==> config.mk <==
export PLATFORM = sky130hd
export DESIGN_NAME = cop_lsu
export DESIGN_NICKNAME = d
export VERILOG_FILES = /design/src/rtl/cop_lsu.sv
export SDC_FILE = /design/constraint.sdc
export NUM_CORES = 1
export LEC_CHECK = 0
export CORE_UTILIZATION = 50
export CTS_CLUSTER_SIZE = 8
export DETAILED_ROUTE_END_ITERATION = 8
export DONT_BUFFER_PORTS = 1
export PLACE_DENSITY = 0.68
export SLEW_MARGIN = 40
export SYNTH_ARGS = -nofsm -noshare
export SYNTH_HDL_FRONTEND = slang
export SYNTH_SLANG_ARGS = --single-unit
==> constraint.sdc <==
create_clock -name clk -period 3.4 [get_ports clk]
set_input_delay 0.34 -clock clk [delete_from_list [all_inputs] [get_ports clk]]
set_output_delay 0.34 -clock clk [all_outputs]
set_load 0.03 [all_outputs]
==> src/rtl/cop_lsu.sv <==
`timescale 1ns/1ps
module cop_lsu #(
  parameter int DATA_W = 16,
  parameter int ADDR_W = 11,
  parameter int PC_W   = 11,
  parameter int IMM_W  = 13,
  parameter int RIDX_W = 2,
  parameter int LAT    = 4
) (
  input  logic                       clk,
  input  logic                       rst_n,
  input  logic                       op_valid,
  output logic                       op_ready,
  input  logic [2:0]                 op_code,
  input  logic [RIDX_W-1:0]          op_ra,
  input  logic [RIDX_W-1:0]          op_rv,
  input  logic [IMM_W-1:0]           op_imm,
  input  logic [1:0]                 op_label,
  input  logic [PC_W-1:0]            op_pc,
  output logic                       busy,
  output logic                       mem_we,
  output logic                       mem_re,
  output logic [ADDR_W-1:0]          mem_addr,
  output logic [PC_W+DATA_W+4:0]     mem_wdata,
  input  logic [DATA_W-1:0]          mem_rdata_lo,
  output logic                       wb_en,
  output logic [RIDX_W-1:0]          wb_idx,
  output logic [DATA_W-1:0]          wb_data
);
  localparam int NREG  = 1 << RIDX_W;
  localparam int CNT_W = (LAT > 1) ? $clog2(LAT) : 1;
  localparam logic [2:0] C_ST   = 3'd1;
  localparam logic [2:0] C_STI  = 3'd2;
  localparam logic [2:0] C_SOFF = 3'd3;
  localparam logic [2:0] C_LD   = 3'd4;
  localparam logic [2:0] C_LDL  = 3'd5;

  logic [DATA_W-1:0] rf [NREG];
  logic              busy_q;
  logic [CNT_W-1:0]  cnt_q;
  logic [2:0]        code_q;
  logic [RIDX_W-1:0] ra_q, rv_q;
  logic [IMM_W-1:0]  imm_q, off_q;
  logic [1:0]        lbl_q;
  logic [PC_W-1:0]   pc_q;
  logic [DATA_W-1:0] ld_q;

  logic first, last, accept, is_st, is_sti, is_soff, is_ld;
  logic signed [IMM_W-1:0] disp, step;
  logic [ADDR_W-1:0] step_a;

  assign first   = busy_q && (cnt_q == '0);
  assign last    = busy_q && (cnt_q == CNT_W'(LAT-1));
  assign op_ready = !busy_q || last;
  assign accept  = op_valid && op_ready;
  assign is_st   = (code_q == C_ST);
  assign is_sti  = (code_q == C_STI);
  assign is_soff = (code_q == C_SOFF);
  assign is_ld   = (code_q == C_LD) || (code_q == C_LDL);

  assign disp   = is_sti ? off_q : imm_q;
  assign step   = disp >>> 2;
  assign step_a = ADDR_W'(step);

  assign busy      = busy_q;
  assign mem_addr  = rf[ra_q][ADDR_W-1:0] + step_a;
  assign mem_wdata = {pc_q, 3'b000, lbl_q, rf[rv_q]};
  assign mem_we    = first && (is_st || is_sti);
  assign mem_re    = first && is_ld;
  assign wb_en     = last && is_ld;
  assign wb_idx    = rv_q;
  assign wb_data   = ld_q;

  always_ff @(posedge clk) begin
    if (!rst_n) begin
      busy_q <= 1'b0;
      cnt_q  <= '0;
      code_q <= '0;
      ra_q   <= '0;
      rv_q   <= '0;
      imm_q  <= '0;
      lbl_q  <= '0;
      pc_q   <= '0;
      off_q  <= '0;
      ld_q   <= '0;
      for (int i = 0; i < NREG; i++) rf[i] <= '0;
    end else begin
      if (accept) begin
        busy_q <= 1'b1;
        cnt_q  <= '0;
        code_q <= op_code;
        ra_q   <= op_ra;
        rv_q   <= op_rv;
        imm_q  <= op_imm;
        lbl_q  <= op_label;
        pc_q   <= op_pc;
      end else if (last) begin
        busy_q <= 1'b0;
      end else if (busy_q) begin
        cnt_q <= cnt_q + CNT_W'(1);
      end
      if (first && is_sti)  off_q <= off_q + IMM_W'(4);
      if (first && is_soff) off_q <= imm_q;
      if (busy_q && cnt_q == CNT_W'(1) && is_ld) ld_q <= mem_rdata_lo;
      if (wb_en) rf[rv_q] <= ld_q;
    end
  end

  p_accept_busy_r5: assert property (@(posedge clk) disable iff (!rst_n)
    (op_valid && op_ready) |=> busy);
  p_we_single_r6: assert property (@(posedge clk) disable iff (!rst_n)
    mem_we |=> !mem_we);
  p_re_single_r6: assert property (@(posedge clk) disable iff (!rst_n)
    mem_re |=> !mem_re && !wb_en);
  p_wb_in_busy_r7: assert property (@(posedge clk) disable iff (!rst_n)
    wb_en |-> busy && $past(busy));
  p_hold_r8: assert property (@(posedge clk) disable iff (!rst_n)
    (op_valid && !op_ready) |-> busy);
  p_sti_step_r4: assert property (@(posedge clk) disable iff (!rst_n)
    (mem_we && is_sti) |=> off_q == $past(off_q) + IMM_W'(4));
endmodule

==> results.sh <==
export IMPL_num_fill_cells=1022
export IMPL_slew_viol_final=0
export IMPL_endpoint_kind="output pin"
export IMPL_place_ws_ns=0.200
export IMPL_finClkSkew_ns=0.0107
export IMPL_drtIter0Drc=218
export IMPL_synth_cells=577
export IMPL_drt_pre_antenna_iters=5
export IMPL_path_clk_slew_ns=0.05
export IMPL_worst_slack_ns=0.0628
export IMPL_fin_tns_setup_ns=0
export IMPL_status="completed"
export IMPL_dieArea_mm2=0.0132
export IMPL_grt_pass1_vias=4358
export IMPL_ir_drop_uv=385
export IMPL_synth_warnings=0
export IMPL_final_common_cell="nand2_1"
export IMPL_num_vias=4329
export IMPL_setup_viol=0
export IMPL_min_period_ns=3.34
export IMPL_cts_hold_buf=0
export IMPL_final_cell_mix="110 x nand2_1, 70 x and2_1, 64 x edfxtp_1, 61 x dfxtp_1, 40 x a21boi_0"
export IMPL_cellPowerDensity_mw_per_mm2=542
export IMPL_avgSynthCellArea_um2=11.0
export IMPL_drtAntennaViolNets=0
export IMPL_fin_crit_sh=0.982
export IMPL_slew_headroom=0.529
export IMPL_synth_area_leaders="edfxtp_1 30%, dfxtp_1 20%, mux4_2 9.6%"
export IMPL_floorplan_initialDensity=0.520
export IMPL_overflow=0
export IMPL_grt_pass1_wl_mm=22.3
export IMPL_cap_violations=0
export IMPL_drt_wl_total_mm=14.1
export IMPL_io_buffers=0
export IMPL_max_clock_path_buffers=2
export IMPL_critical_path_startpoint_type="flip-flop"
export IMPL_ys_flop_type="dfxtp_1"
export IMPL_synth_edf_count=64
export IMPL_power_mw=3.97
export IMPL_syn_cell_area_mm2=0.00635
export IMPL_utilization=0.600
export IMPL_io_pins=118
export IMPL_wl_per_cell_um=18.3
export IMPL_clkLatencyLatePin_ns=0.42
export IMPL_fmax_mhz=300
export IMPL_synth_seq_cells=129
export IMPL_cts_buffers=17
export IMPL_h_tree_depth=4
export IMPL_cts_tree="built"
export IMPL_fp_dieW_um=115
export IMPL_worst_pin_slew_ns=0.704
export IMPL_n_antenna_cell=0
export IMPL_ys_types=50
export IMPL_area_growth_pct=15.5
export IMPL_path_max_fanout=7
export IMPL_synthArstFlopShare=0
export IMPL_clock_sinks=129
export IMPL_yosysTopAreaCell="edfxtp_1"
export IMPL_antenna_found_initial=0
export IMPL_synth_top_area_frac=0.303
export IMPL_gp_congestion=0.847
export IMPL_drive_gt1_frac=0.197
export IMPL_critical_path_class="flip-flop to output pin"
export IMPL_row_count=40
export IMPL_hold_class="input pin to flip-flop"
export IMPL_root_buffer="clkbuf_16"
export IMPL_viasPerCell=5.61
export IMPL_hold_violations=0
export IMPL_dpl_hpwl_mm=9.45
export IMPL_arrival_ns=3.00
export IMPL_power_leakage_nw=2.69
export IMPL_drc=0
export IMPL_ys_seq_area_frac=0.508
export IMPL_grt_use_total=0.230
export IMPL_nNetsFinal=658
export IMPL_worstPathRequired_ns=3.06
export IMPL_core_area_mm2=0.0122
export IMPL_grt_max_degree=68
export IMPL_die_h_um=115
layout make-up:
class	instances	area, µm²	share of cell area
sequential	129	3230	0.441
multi-input combinational	404	3040	0.415
clock buffer	21	450	0.0614
timing repair buffer	29	221	0.0302
tap	168	210	0.0287
clock inverter	11	138	0.0188
inverter	10	37.5	0.00512
metrics by stage:
step,std cells,area [µm²],hold WS (ns)
after floorplan,579,6360,0.445
after detailed placement,736,6580,0.472
final,772,7330,0.0487
after CTS,771,7260,0.0319
after global routing,772,7330,0.0411
after global placement,736,6580,0.468
cell usage after synthesis, types with 6 or more instances:
library cell and n:
dfxtp_1 65, buf_2 17, and2_1 70, edfxtp_1 64, nor2b_1 6, nand3_1 6, xnor2_1 11, mux2_2 10
nor2_1 17, nand2_1 110, ha_1 14, o21ai_0 14, clkbuf_1 14, mux4_2 27, a21boi_0 40, a21oi_1 13
a21boi_1 10, inv_1 9
repair_timing:
| action | CTS | global route |
|---|---|---|
| buffers inserted | 3 | 1 |
| endpoints found under the setup margin | 4 | 4 |
| resized for setup | 13 | 12 |
| pin swaps | 6 | 7 |
final timing paths:
check        depth (start not counted)     endpoint             start  slack [ns]
max                                 11  mem_addr[7]         code_q[2]        0.06
min                                  2  wb_data[10]  mem_rdata_lo[10]        0.05
max reg2reg                          6      pc_q[0]              busy        1.06
min reg2reg                          2      ra_q[1]           ra_q[1]        0.48
state kept, by name (all words and copies together), names as in the netlist, named ones only:
register	flops
rf	64
wb_data	16
imm_q	11
off_q	11
pc_q	11
code_q	3
cnt_q	2
lbl_q	2
ra_q	2
wb_idx	2
busy	1
cell families (layout without fill, tap and decap cells):
group | after synthesis | count (layout) | share of synthesized area
and+or+nand+nor | 234 | 234 | 0.183
DFF | 129 | 129 | 0.508
AOI/OAI and AO/OA | 101 | 101 | 0.112
buffers and inverters | 46 | 71 | 0.0327
muxes | 40 | 40 | 0.118
adders and majority gates | 15 | 15 | 0.0307
xor gates and xnor gates | 11 | 11 | 0.0152
other | 1 | 3 | 0.000591
where the power goes:
part           internal, mW  leakage (nW)  switching [mW]  total, mW
sequential             1.68          1.19          0.0647       1.75
combinational         0.167          1.21           0.252      0.418
clock                  1.16         0.284           0.645       1.81
total                  3.01          2.69           0.962       3.97
worst max-delay path: stages, from the launching register on:
cell and delay [ns]:
dfxtp_2 0.33, nand2b_4 0.16, nor2_4 0.10, buf_6 0.14
mux2_4 0.32, ha_4 0.27, and3_4 0.16, a2111oi_4 0.44
o21bai_1 0.16, a21oi_1 0.18, xnor2_1 0.14, buf_4 0.18
metal layers:
layer	wire length [µm]	global-route usage	vias to the layer above
met1	5870	0.274	2130
met2	7150	0.389	121
met5	0	0	-
li1	-	-	2057
met4	292	0.108	0
met3	829	0.0614	21
Power figures use the tool's default switching activity.
